File: src/rtl/spi_bridge_pkg.sv
package spi_bridge_pkg;

    typedef enum logic [1:0] {
        H_IDLE,
        H_FLASH,
        H_ACK
    } host_state_e;

    typedef enum logic [1:0] {
        E_IDLE,
        E_SHIFT,
        E_DONE
    } eng_state_e;

    localparam logic [7:0] IDX_STATUS  = 8'h24;
    localparam logic [7:0] IDX_BASE_HI = 8'h62;
    localparam logic [7:0] IDX_BASE_LO = 8'h63;

endpackage

File: src/rtl/spi_cfg_regs.sv
module spi_cfg_regs
    import spi_bridge_pkg::*;
#(
    parameter int unsigned IO_AW    = 16,
    parameter int unsigned CFG_PORT = 'h2E,
    parameter int unsigned WIN_SIZE = 8
) (
    input  logic             clk,
    input  logic             rst_n,
    input  logic             wr_i,
    input  logic [IO_AW-1:0] addr_i,
    input  logic [7:0]       wdata_i,
    input  logic             spi_en_i,
    output logic [7:0]       rdata_o
);
    localparam int unsigned WIN_LOG2 = $clog2(WIN_SIZE);

    logic [7:0]       index_q;
    logic [7:0]       base_hi_q;
    logic [7:0]       base_lo_q;
    logic [7:0]       win_q [WIN_SIZE];
    logic [IO_AW-1:0] base;
    logic [IO_AW:0]   offset;
    logic             sel_idx;
    logic             sel_dat;
    logic             in_win;
    logic [WIN_LOG2-1:0] slot;

    assign base    = IO_AW'({base_hi_q, base_lo_q});
    assign offset  = {1'b0, addr_i} - {1'b0, base};
    assign sel_idx = (addr_i == IO_AW'(CFG_PORT));
    assign sel_dat = (addr_i == IO_AW'(CFG_PORT + 1));
    assign in_win  = !sel_idx && !sel_dat && (offset < (IO_AW + 1)'(WIN_SIZE));
    assign slot    = offset[WIN_LOG2-1:0];

    always_ff @(posedge clk or negedge rst_n) begin
        if (!rst_n) begin
            index_q   <= 8'h00;
            base_hi_q <= 8'h00;
            base_lo_q <= 8'h00;
        end else if (wr_i) begin
            if (sel_idx) begin
                index_q <= wdata_i;
            end else if (sel_dat) begin
                if (index_q == IDX_BASE_HI) base_hi_q <= wdata_i;
                if (index_q == IDX_BASE_LO) base_lo_q <= wdata_i;
            end
        end
    end

    for (genvar g = 0; g < WIN_SIZE; g++) begin : g_win
        always_ff @(posedge clk or negedge rst_n) begin
            if (!rst_n) begin
                win_q[g] <= 8'h00;
            end else if (wr_i && in_win && (slot == WIN_LOG2'(g))) begin
                win_q[g] <= wdata_i;
            end
        end
    end

    always_comb begin
        rdata_o = 8'hFF;
        if (sel_idx) begin
            rdata_o = index_q;
        end else if (sel_dat) begin
            unique case (index_q)
                IDX_STATUS:  rdata_o = {6'b0, spi_en_i, 1'b0};
                IDX_BASE_HI: rdata_o = base_hi_q;
                IDX_BASE_LO: rdata_o = base_lo_q;
                default:     rdata_o = 8'h00;
            endcase
        end else if (in_win) begin
            rdata_o = win_q[slot];
        end
    end

endmodule

File: src/rtl/spi_read_engine.sv
module spi_read_engine
    import spi_bridge_pkg::*;
#(
    parameter int unsigned ADDR_W = 24,
    parameter logic [7:0]  OPCODE = 8'h03
) (
    input  logic              clk,
    input  logic              rst_n,
    input  logic              start_i,
    input  logic [ADDR_W-1:0] addr_i,
    output logic              done_o,
    output logic [7:0]        data_o,
    output logic              sclk_o,
    output logic              cs_n_o,
    output logic              mosi_o,
    input  logic              miso_i
);
    localparam int unsigned TOTAL = 8 + ADDR_W + 8;
    localparam int unsigned CNT_W = $clog2(TOTAL);

    eng_state_e       state_q, state_d;
    logic             half_q;
    logic [CNT_W-1:0] cnt_q;
    logic [TOTAL-1:0] tx_q;
    logic [7:0]       rx_q;
    logic             last_bit;

    assign last_bit = half_q && (cnt_q == CNT_W'(TOTAL - 1));

    always_ff @(posedge clk or negedge rst_n) begin
        if (!rst_n) state_q <= E_IDLE;
        else        state_q <= state_d;
    end

    always_comb begin
        state_d = state_q;
        unique case (state_q)
            E_IDLE:  if (start_i) state_d = E_SHIFT;
            E_SHIFT: if (last_bit) state_d = E_DONE;
            E_DONE:  state_d = E_IDLE;
            default: state_d = E_IDLE;
        endcase
    end

    always_ff @(posedge clk or negedge rst_n) begin
        if (!rst_n) begin
            half_q <= 1'b0;
            cnt_q  <= '0;
            tx_q   <= '0;
            rx_q   <= 8'h00;
        end else begin
            unique case (state_q)
                E_IDLE: begin
                    half_q <= 1'b0;
                    cnt_q  <= '0;
                    if (start_i) tx_q <= {OPCODE, addr_i, 8'h00};
                end
                E_SHIFT: begin
                    if (!half_q) begin
                        half_q <= 1'b1;
                        rx_q   <= {rx_q[6:0], miso_i};
                    end else begin
                        half_q <= 1'b0;
                        tx_q   <= tx_q << 1;
                        cnt_q  <= cnt_q + 1'b1;
                    end
                end
                default: half_q <= 1'b0;
            endcase
        end
    end

    always_comb begin
        cs_n_o = (state_q != E_SHIFT);
        sclk_o = (state_q == E_SHIFT) && half_q;
        mosi_o = (state_q == E_SHIFT) && tx_q[TOTAL-1];
        done_o = (state_q == E_DONE);
        data_o = rx_q;
    end

endmodule

File: src/rtl/spi_flash_bridge.sv
module spi_flash_bridge
    import spi_bridge_pkg::*;
#(
    parameter int unsigned ADDR_BYTES = 3,
    parameter int unsigned IO_AW      = 16,
    parameter int unsigned CFG_PORT   = 'h2E,
    parameter int unsigned WIN_SIZE   = 8
) (
    input  logic                      clk,
    input  logic                      rst_n,
    input  logic                      strap_spi_i,
    input  logic                      host_req_i,
    input  logic                      host_io_i,
    input  logic                      host_we_i,
    input  logic [8*ADDR_BYTES-1:0]   host_addr_i,
    input  logic [7:0]                host_wdata_i,
    output logic [7:0]                host_rdata_o,
    output logic                      host_ready_o,
    output logic                      spi_sclk_o,
    output logic                      spi_cs_n_o,
    output logic                      spi_mosi_o,
    input  logic                      spi_miso_i
);
    localparam int unsigned MEM_AW = 8 * ADDR_BYTES;

    host_state_e state_q, state_d;
    logic        spi_en_q;
    logic [7:0]  rdata_q;
    logic [7:0]  cfg_rdata;
    logic [7:0]  eng_data;
    logic        eng_done;
    logic        accept;
    logic        flash_rd;
    logic        cfg_wr;

    // Strap capture: follows the pin only while reset is held
    always_ff @(posedge clk) begin
        if (!rst_n) spi_en_q <= strap_spi_i;
    end

    assign accept   = (state_q == H_IDLE) && host_req_i;
    assign flash_rd = accept && !host_io_i && !host_we_i && spi_en_q;
    assign cfg_wr   = accept && host_io_i && host_we_i;

    spi_cfg_regs #(
        .IO_AW   (IO_AW),
        .CFG_PORT(CFG_PORT),
        .WIN_SIZE(WIN_SIZE)
    ) i_cfg (
        .clk     (clk),
        .rst_n   (rst_n),
        .wr_i    (cfg_wr),
        .addr_i  (host_addr_i[IO_AW-1:0]),
        .wdata_i (host_wdata_i),
        .spi_en_i(spi_en_q),
        .rdata_o (cfg_rdata)
    );

    spi_read_engine #(
        .ADDR_W(MEM_AW),
        .OPCODE(8'h03)
    ) i_eng (
        .clk    (clk),
        .rst_n  (rst_n),
        .start_i(flash_rd),
        .addr_i (host_addr_i),
        .done_o (eng_done),
        .data_o (eng_data),
        .sclk_o (spi_sclk_o),
        .cs_n_o (spi_cs_n_o),
        .mosi_o (spi_mosi_o),
        .miso_i (spi_miso_i)
    );

    always_ff @(posedge clk or negedge rst_n) begin
        if (!rst_n) state_q <= H_IDLE;
        else        state_q <= state_d;
    end

    always_comb begin
        state_d = state_q;
        unique case (state_q)
            H_IDLE: begin
                if (flash_rd)        state_d = H_FLASH;
                else if (accept)     state_d = H_ACK;
            end
            H_FLASH: if (eng_done)   state_d = H_ACK;
            H_ACK:                   state_d = H_IDLE;
            default:                 state_d = H_IDLE;
        endcase
    end

    always_ff @(posedge clk or negedge rst_n) begin
        if (!rst_n) begin
            rdata_q <= 8'h00;
        end else if (accept && !flash_rd) begin
            rdata_q <= host_io_i ? cfg_rdata : 8'hFF;
        end else if ((state_q == H_FLASH) && eng_done) begin
            rdata_q <= eng_data;
        end
    end

    always_comb begin
        host_ready_o = (state_q == H_ACK);
        host_rdata_o = rdata_q;
    end

endmodule

File: config.mk
export PLATFORM = sky130hd
export DESIGN_NAME = spi_flash_bridge
export DESIGN_NICKNAME = d
export VERILOG_FILES = /design/src/rtl/spi_bridge_pkg.sv /design/src/rtl/spi_cfg_regs.sv /design/src/rtl/spi_read_engine.sv /design/src/rtl/spi_flash_bridge.sv
export SDC_FILE = /design/constraint.sdc
export NUM_CORES = 1
export LEC_CHECK = 0
export CORE_ASPECT_RATIO = 1.5
export CORE_MARGIN = 4
export CORE_UTILIZATION = 40
export CTS_CLUSTER_SIZE = 25
export DETAILED_ROUTE_END_ITERATION = 8
export MAX_ROUTING_LAYER = met4
export PLACE_DENSITY = 0.65
export SYNTH_ARGS = -nofsm -noshare
export SYNTH_HDL_FRONTEND = slang
export SYNTH_SLANG_ARGS = --single-unit
export TNS_END_PERCENT = 20
File: constraint.sdc
create_clock -name clk -period 10.8 [get_ports clk]
set_input_delay 2.16 -clock clk [delete_from_list [all_inputs] [get_ports clk]]
set_output_delay 2.16 -clock clk [all_outputs]
set_load 0.01 [all_outputs]
==> results of run 1 <==
[cells by family (layout without fill, tap and decap cells)]
group,count (synthesis),count (layout)
compound gates,147,147
xor+xnor,8,8
fa+ha+maj,18,18
buf+inv,70,118
flops,148,148
mux,130,130
simple gates,207,207
[cells in the mapped netlist, drive strengths merged, types with 5 or more instances]
master  number  area [µm²]
a21oi       28       143.9
a221oi       6       52.55
and3         5       31.28
buf          8       41.28
clkbuf      34       127.6
dfrtp      147        3679
ha          17       212.7
inv         28       105.1
mux2        89        1002
mux2i       25       250.2
mux4        16       360.4
nand2       70       262.8
nand3       13       65.06
nand3b       5       37.54
nand4        6       52.55
nor2        52       195.2
nor2b        6       37.54
nor3         8       40.04
nor4        18       232.7
o21a         6       45.04
o21ai       74       370.4
o31ai        8       60.06
xor2         5       51.30
[state kept, by name, summed over array words and instances, names as in the netlist, 6 cells and up]
register         flops
host_rdata_o         8
i_cfg.base_hi_q      8
i_cfg.base_lo_q      8
i_cfg.index_q        8
i_cfg.win_q         64
i_eng.cnt_q          6
i_eng.data_o         8
i_eng.tx_q          32
[worst paths after layout]
kind / depth (start not counted) / from / to
max reg2reg: 10 / i_cfg.base_lo_q[0] / i_cfg.win_q[22]
max: 12 / host_addr_i[0] / i_cfg.win_q[22]
min: 2 / i_eng.tx_q[39] / i_eng.tx_q[39]
min reg2reg: 2 / i_eng.tx_q[39] / i_eng.tx_q[39]
min in group asynchronous: 1 / rst_n / i_eng.tx_q[15]
max in group asynchronous: 2 / rst_n / i_cfg.win_q[22]
[layer usage]
layer / GRT usage / routed length [µm]
met5: - / 0
met4: 0.08204 / 678
met3: 0.03706 / 717
met2: 0.3174 / 10220
met1: 0.2122 / 7756
[report_power, final]
group / internal (W) / switching (W) / total, W
clock: 0.000314 / 0.000280 / 0.000595
sequential: 0.000568 / 0.00000932 / 0.000577
combinational: 0.0000575 / 0.0000765 / 0.000134
total: 0.000939 / 0.000366 / 0.00131
[critical path: stages]
cell and delay, ns:
clkdlybuf4s50_1 0.46, inv_1 0.09, ha_1 0.26, fa_1 0.43, nand2b_1 0.21, and3_1 0.18
a2111oi_0 0.38, o2111ai_1 0.19, a2111oi_2 0.48, nand4_4 0.44, nor4_4 0.72, mux2_2 0.40
[layout make-up]
cell class                 count  area, µm²  share of cell area
multi-input combinational    510       3984              0.4286
sequential                   148       3709              0.3990
clock buffer                  17      425.4             0.04577
timing repair buffer          58      561.8             0.06044
tap                          256      320.3             0.03446
inverter                      28      105.1             0.01131
clock inverter                15      190.2             0.02046
[stage by stage]
stage	total power [W]	worst slack (ns)
5_1_grt	0.001355	4.413
3_5_place_dp	0.0007222	4.231
3_3_place_gp	0.0007223	4.312
6_report	0.001306	4.696
4_1_cts	0.001322	4.684
2_1_floorplan	0.0006527	5.247
==> results_dict.tcl, run 1 <==
set metrics [dict create \
    status "finished clean" \
    synth.distinct_cells 63 \
    synth_seq_cells 148 \
    layout_worst_path_cycle_share 0.5652 \
    post-route-util 0.4812 \
    post_cts_resized 0 \
    nNetsFinal 820 \
    clkLatencyLatePin_ns 0.44 \
    place_inst 1000 \
    slew_headroom 0.3924 \
    num_antenna_cells 0 \
    numClockSinks 148 \
    grt_max_degree 77 \
    ios 51 \
    final_antenna_net_count 0 \
    worst_hold_slack_ns 0.4745 \
    htree_levels 4 \
    synth_flop_cell "dfrtp_1" \
    cp_max_fo 16 \
    grt_pass1_vias 5853 \
    reg2reg_slack_ns 6.60 \
    synth_compound_area_frac 0.1144 \
    io_buffers 50 \
    syn-cell-area_mm2 0.007951 \
    start_kind "input pin" \
    synth-edff-count 1 \
    async_reset_ff_frac 0.9932 \
    crit_required_ns 11.12 \
    cts_tree "built" \
    tightestPinTransition_ns 0.9039 \
    numCtsBuffers 17 \
    synthSimpleGateAreaFrac 0.1429 \
    syn_area_per_cell_um2 10.92 \
    synth_top_family_by_area "multiplexers" \
    gp_congestion 0.8730 \
    antenna_found_initial 0 \
    syn-instance-count 728 \
    post_cts_buffers 0 \
    core_mm2 0.01932 \
    mostFrequentLayoutCell "dfrtp_1" \
    overflow 0 \
    syn-num-nets 785 \
    cap_violations 0 \
    vias_per_cell 5.548 \
    wirelength_mm 19.38 \
    clk_pin_slew_ns 0.07 \
    synthMuxAreaShare 0.2028 \
    initial_core_util 0.4116 \
    hpwlAfterDp_mm 14.04 \
    powerDensity_mw_per_mm2 140.5 \
    layout_common_cells "dfrtp_1 (147), mux2_2 (87), o21ai_0 (74), nand2_1 (70), nor2_1 (52)" \
    min_period_ns 6.104 \
    final_cells 1032 \
    hold_path_class "register to register" \
    drt_iter0_drc 366 \
    yosys.area_share.adder 0.02927 \
    placementRows 62 \
    grt_pass1_wl_mm 31.44 \
    peakVddDrop_mv 0.09781 \
    worst_ep_arrival_time_ns 6.42 \
    area_growth_pct 16.90 \
    cts_buffer_depth 2 \
    worstSetupEndpointType "register" \
    dpl-instance-area_mm2 0.008680 \
    clockRootBuffer "clkbuf_16" \
    drv_slew 0 \
    vias 5726 \
    die_y_um 180.7 \
    yosysSeqAreaShare 0.4664 \
    hold_violations 0 \
    rsz0062_at_grt "false" \
    drive_above_1_share 0.2126 \
    synthXorXnorAreaFrac 0.009756 \
    hold_buffers 0 \
    crit_type "input pin to register" \
    n_fill_cell 1734 \
    firstDrtPassIters 5 \
    finClkSkew_ns 0.01639 \
    dieArea_mm2 0.02224 \
    tns_ns 0 \
    fmax_mhz 163.8 \
    setup_violations 0 \
    drc_errors 0 \
    grtUsageTotal 0.1876 \
    p_leak_nw 4.194 \
    yosysWarnings 0 \
    routedWlPerCell_um 18.78 \
    finalInstanceArea_mm2 0.009295 \
    die-width_um 123.1 \
]
Note: power is estimated with default switching activity, not from simulation.
==> run 2: changes to the inputs <==
==> constraint.sdc (replaced) <==
create_clock -name clk -period 6.2 [get_ports clk]
set_input_delay 1.24 -clock clk [delete_from_list [all_inputs] [get_ports clk]]
set_output_delay 1.24 -clock clk [all_outputs]
set_load 0.01 [all_outputs]
==> run 2 against run 1 <==
Critical path depth is the same. Sequential share of layout area barely moved. Clock power rose by 78%. Clock skew decreased by 0.0056 ns. Hold slack better by 0.0015 ns. Clock-buffer cell count up 1. Register-to-register slack got worse by 4.6 ns. Routed wire length up 1.2%.
==> results_dict.tcl, run 2 (synthesized netlist as in run 1, its figures left out) <==
set metrics [dict create \
    status "finished clean" \
    placementRows 62 \
    ios 51 \
    rsz0062_at_grt "false" \
    die-width_um 123.1 \
    grt_pass1_wl_mm 31.78 \
    wirelength_mm 19.61 \
    io_buffers 50 \
    slew_headroom 0.3952 \
    gp_congestion 0.8771 \
    rr_endpoint "i_cfg.win_q[11]" \
    grtUsageMet2 0.3301 \
    grt_pass1_vias 5876 \
    clockRootBuffer "clkbuf_16" \
    cp_max_fo 16 \
    clk_pin_slew_ns 0.07 \
    routedWlPerCell_um 18.97 \
    setup_violations 0 \
    r2r-start "i_cfg.base_lo_q[0]" \
    worst_ep_arrival_time_ns 5.47 \
    area_growth_pct 16.85 \
    layout_common_cells "dfrtp_1 (147), mux2_2 (87), o21ai_0 (74), nand2_1 (70), nor2_1 (52)" \
    critPathSlowestCell "nor4_4" \
    hold_violations 0 \
    grt_max_degree 90 \
    regMostFlops "i_cfg.win_q" \
    htree_levels 4 \
    finClkSkew_ns 0.01074 \
    cts_buffer_depth 2 \
    tightestPinTransition_ns 0.9072 \
    cp.depth 12 \
    reg2reg_slack_ns 2.03 \
    crit_path_start "host_addr_i[0]" \
    cp-endpoint "i_cfg.win_q[11]" \
    cts_tree "built" \
    final_antenna_net_count 0 \
    max_stage_delay_ns 0.71 \
    drt_iter0_drc 394 \
    start_kind "input pin" \
    vias 5675 \
    hold_path_class "register to register" \
    n_fill_cell 1734 \
    crit_chain "clkdlybuf4s50_1, inv_1, ha_1, fa_1, nand2b_1, and3_1, a2111oi_0, o2111ai_1, a2111oi_2, nand4_4, nor4_4, mux2_2" \
    num_antenna_cells 0 \
    dieArea_mm2 0.02224 \
    grt.busiest_layer "met2" \
    reg2reg_depth 10 \
    layout_worst_path_cycle_share 0.8331 \
    hpwlAfterDp_mm 14.07 \
    cap_violations 0 \
    critical_path_buf_inv_count 2 \
    core_mm2 0.01932 \
    overflow 0 \
    crit_required_ns 6.51 \
    drv_slew 0 \
    powerDensity_mw_per_mm2 247.7 \
    use_met1 0.2189 \
    power_w 0.002302 \
    nNetsFinal 822 \
    clkLatencyLatePin_ns 0.42 \
    antenna_found_initial 0 \
    peakVddDrop_mv 0.1848 \
    min_period_ns 5.165 \
    fmax_mhz 193.6 \
    largest_reg_flops 64 \
    initial_core_util 0.4116 \
    crit_type "input pin to register" \
    vias_per_cell 5.488 \
    post_cts_resized 0 \
    p_leak_nw 4.196 \
    drive_above_1_share 0.2134 \
    grtUsageTotal 0.1881 \
    crit_family "simple AND/OR/NAND/NOR gates" \
    firstDrtPassIters 5 \
    tns_ns 0 \
    die_y_um 180.7 \
    drc_errors 0 \
    met3_usage 0.02732 \
    worstSetupEndpointType "register" \
    post_cts_buffers 0 \
    reg_top3 "i_cfg.win_q (64), i_eng.tx_q (32)" \
    hold_buffers 0 \
    mostFrequentLayoutCell "dfrtp_1" \
    numCtsBuffers 17 \
    numClockSinks 148 \
]
-- run 2: worst min-delay path by stage --
stage                            endpoint  slack (ns)  cells after the start            start
after floorplan                state_q[0]        0.44                      1       state_q[1]
after global placement     i_eng.tx_q[39]        0.46                      2   i_eng.tx_q[39]
after detailed placement       state_q[0]        0.47                      1       state_q[1]
after CTS                  i_eng.tx_q[12]        0.48                      2   i_eng.tx_q[12]
after global routing      i_cfg.win_q[15]        0.50                      1  i_cfg.win_q[15]
final                          state_q[0]        0.48                      1       state_q[1]
-- run 2: worst register-to-register path: stages, from the launching register on --
cell	delay (ns)
dfrtp_1	0.41
ha_1	0.23
fa_1	0.43
nand2b_1	0.21
and3_1	0.18
a2111oi_0	0.35
o2111ai_1	0.19
a2111oi_2	0.46
nand4_4	0.45
nor4_4	0.73
mux2_2	0.41
-- run 2: cell type report --
class / count / area [µm²] / area share
multi-input combinational: 510 / 3978 / 0.4281
clock buffer: 18 / 439.2 / 0.04727
inverter: 28 / 105.1 / 0.01131
tap: 256 / 320.3 / 0.03447
sequential: 148 / 3709 / 0.3991
clock inverter: 14 / 163.9 / 0.01764
timing repair buffer: 60 / 576.8 / 0.06208
-- run 2: where the power goes --
part / switching (W) / leakage, nW / internal, W / total, W
Combinational: 0.000135 / 1.97 / 0.000101 / 0.000236
Clock: 0.000445 / 0.287 / 0.000615 / 0.00106
Sequential: 0.0000158 / 1.94 / 0.000989 / 0.00101
-- run 2: per-layer routing --
metal / part of all wire / vias up
met5: 0 / -
met4: 0.019 / 0
met3: 0.026 / 23
met2: 0.54 / 90
met1: 0.41 / 2841
li1: - / 2721
-- run 2: metrics by stage --
step | hold slack [ns] | instance area (µm²) | util | instances | worst slack, ns
after detailed placement | 0.4699 | 8688 | 0.4498 | 1002 | 0.5945
after global placement | 0.4581 | 8688 | 0.4498 | 1002 | 0.6414
after CTS | 0.4843 | 9291 | 0.4810 | 1034 | 1.026
final | 0.4760 | 9291 | 0.4810 | 1034 | 1.035
after global routing | 0.5010 | 9291 | 0.4810 | 1034 | 0.7801
after floorplan | 0.4366 | 7951 | - | 728 | 1.567
==> run 3: changes to the inputs <==
--- a/config.mk
+++ b/config.mk
@@ -11,7 +11,7 @@
 export CTS_CLUSTER_SIZE = 25
 export DETAILED_ROUTE_END_ITERATION = 8
 export MAX_ROUTING_LAYER = met4
-export PLACE_DENSITY = 0.65
+export PLACE_DENSITY = 0.67
 export SYNTH_ARGS = -nofsm -noshare
 export SYNTH_HDL_FRONTEND = slang
 export SYNTH_SLANG_ARGS = --single-unit
==> constraint.sdc (replaced) <==
create_clock -name clk -period 4.64 [get_ports clk]
set_input_delay 0.928 -clock clk [delete_from_list [all_inputs] [get_ports clk]]
set_output_delay 0.928 -clock clk [all_outputs]
set_load 0.01 [all_outputs]
==> run 3 against run 2 <==
Via count increased by 0.86%. Die area did not move. Hold slack got worse by 0.0056 ns. Register-to-register slack got worse by 1.2 ns. First-iteration DRC count down 19%. Largest power group unchanged. Cell count rose by 2.7%. Largest cell class unchanged. Clock power is 27% higher. Cell area grew 3.2%. Flip-flop and latch count unchanged.
==> results_dict.tcl, run 3 (synthesized netlist as in run 1, its figures left out) <==
set metrics [dict create \
    grtUsageTotal 0.1840 \
    grt_max_degree 65 \
    internal_power_w 0.002245 \
    slew_headroom 0.4047 \
    worst_hold_slack_ns 0.4704 \
    vias 5724 \
    io_buffers 50 \
    max_stage_delay_ns 0.48 \
    n_fill_cell 1745 \
    die-width_um 123.1 \
    hold_violations 0 \
    peakVddDrop_mv 0.2657 \
    largest_reg_flops 64 \
    worstSetupEndpointType "register" \
    gp_congestion 0.8702 \
    clkLatencyLatePin_ns 0.43 \
    die_y_um 180.7 \
    drv_slew 0 \
    switching_share 0.2549 \
    routedWlPerCell_um 17.96 \
    core_mm2 0.01932 \
    place_inst 1030 \
    start_kind "input pin" \
    powerDensity_mw_per_mm2 314.3 \
    layout_common_cells "dfrtp_1 (147), mux2_2 (87), o21ai_0 (74), nand2_1 (70), nor2_1 (52)" \
    cts_buffer_depth 2 \
    numCtsBuffers 17 \
    mostFrequentLayoutCell "dfrtp_1" \
    min_period_ns 4.400 \
    firstDrtPassIters 4 \
    wirelength_mm 19.08 \
    setup_violations 0 \
    htree_levels 4 \
    critical_path_buf_inv_count 4 \
    fmax_mhz 227.3 \
    drt_iter0_drc 321 \
    nNetsFinal 850 \
    final_cells 1062 \
    dieArea_mm2 0.02224 \
    regMostFlops "i_cfg.win_q" \
    drive_above_1_share 0.2382 \
    netSwitchingPower_w 0.0007681 \
    reg_top3 "i_cfg.win_q (64), i_eng.tx_q (32)" \
    r2r-start "i_cfg.base_lo_q[0]" \
    crit_required_ns 4.94 \
    combPwrFrac 0.107 \
    crit_family "compound AO/OA/AOI/OAI gates" \
    grt_pass1_vias 5954 \
    critPathSlowestCell "a2111oi_1" \
    finClkSkew_ns 0.01032 \
    placementRows 62 \
    drc_errors 0 \
    pwr-share-seq 0.446 \
    post_cts_buffers 0 \
    ios 51 \
    layout_worst_path_cycle_share 0.9484 \
    preCtsSetupSlack_ns -0.1322 \
    status "finished clean" \
    rsz0062_at_grt "false" \
    p_leak_nw 4.358 \
    cap_violations 0 \
    hold_buffers 0 \
    hold_path_class "register to register" \
    crit_chain "clkdlybuf4s50_1, inv_1, ha_1, fa_1, nand2b_1, a211o_1, a2111oi_1, buf_4, nor3_1, nor2_1, nand4_4, buf_12, or4_1, a221o_1" \
    hold_start "i_eng.tx_q[39]" \
    post_cts_resized 0 \
    antenna_found_initial 0 \
    crit_path_start "host_addr_i[0]" \
    vias_per_cell 5.390 \
    grt_pass1_wl_mm 31.02 \
    clk_pin_slew_ns 0.06 \
    cts_tree "built" \
    crit_type "input pin to register" \
    tightestPinTransition_ns 0.8930 \
    initial_core_util 0.4116 \
    final_antenna_net_count 0 \
    worst_ep_arrival_time_ns 4.71 \
    hpwlAfterDp_mm 13.91 \
    area_growth_pct 20.58 \
    finalWorstSetupSlack_ns 0.2396 \
    clkPwrFrac 0.447 \
    overflow 0 \
    power_w 0.003013 \
    numClockSinks 148 \
    clockRootBuffer "clkbuf_16" \
    num_antenna_cells 0 \
    cp_max_fo 10 \
]
[run 3: tightest hold or removal path: cells and delay by family, from the launching register on]
family             cells  cell delay [ns]
and+or+nand+nor        1             0.04
AOI/OAI and AO/OA      1             0.06
DFF                    1             0.33
[run 3: routing by layer]
| layer | wire length, µm | global-route usage | vias to the layer above |
|---|---|---|---|
| met5 | 0 | - | - |
| met4 | 763 | 0.09002 | 0 |
| met3 | 594 | 0.02858 | 43 |
| met2 | 9873 | 0.3081 | 106 |
| met1 | 7845 | 0.2119 | 2799 |
| li1 | - | - | 2776 |
[run 3: area by class of cell]
| type | count | area (µm²) | area share |
|---|---|---|---|
| Sequential cell | 148 | 3709 | 0.3868 |
| Tap cell | 256 | 320.3 | 0.03341 |
| Multi-Input combinational cell | 510 | 3978 | 0.4148 |
| Timing Repair Buffer | 88 | 899.6 | 0.09383 |
| Clock inverter | 11 | 116.4 | 0.01214 |
| Inverter | 28 | 105.1 | 0.01096 |
| Clock buffer | 21 | 460.4 | 0.04802 |
[run 3: through the flow]
| stage | TNS (ns) | utilization | area (µm²) |
|---|---|---|---|
| floorplan | 0 | - | 7951 |
| global placement | -5.172 | 0.4665 | 9011 |
| detailed placement | -5.269 | 0.4665 | 9011 |
| CTS | 0 | 0.4964 | 9588 |
| global route | 0 | 0.4964 | 9588 |
| finish | 0 | 0.4964 | 9588 |
[run 3: final timing paths]
| check | to | slack [ns] | cells past startpoint |
|---|---|---|---|
| hold reg to reg | i_eng.tx_q[39] | 0.47 | 2 |
| min in group asynchronous | i_eng.data_o[0] | 0.48 | 1 |
| hold / removal | i_eng.tx_q[39] | 0.47 | 2 |
| setup reg to reg | host_rdata_o[0] | 0.88 | 12 |
| setup / recovery | host_rdata_o[0] | 0.24 | 14 |
| max in group asynchronous | i_cfg.win_q[56] | 3.14 | 2 |
[run 3: power by group through the flow]
| stage | sequential (W) | clock [W] | combinational (W) |
|---|---|---|---|
| finish | 0.00134 | 0.00135 | 0.000322 |
| global route | 0.00135 | 0.00143 | 0.000353 |
| CTS | 0.00134 | 0.00138 | 0.000326 |
| detailed placement | 0.00137 | 0 | 0.000323 |
| global placement | 0.00137 | 0 | 0.000324 |
| floorplan | 0.00137 | 0 | 0.000149 |
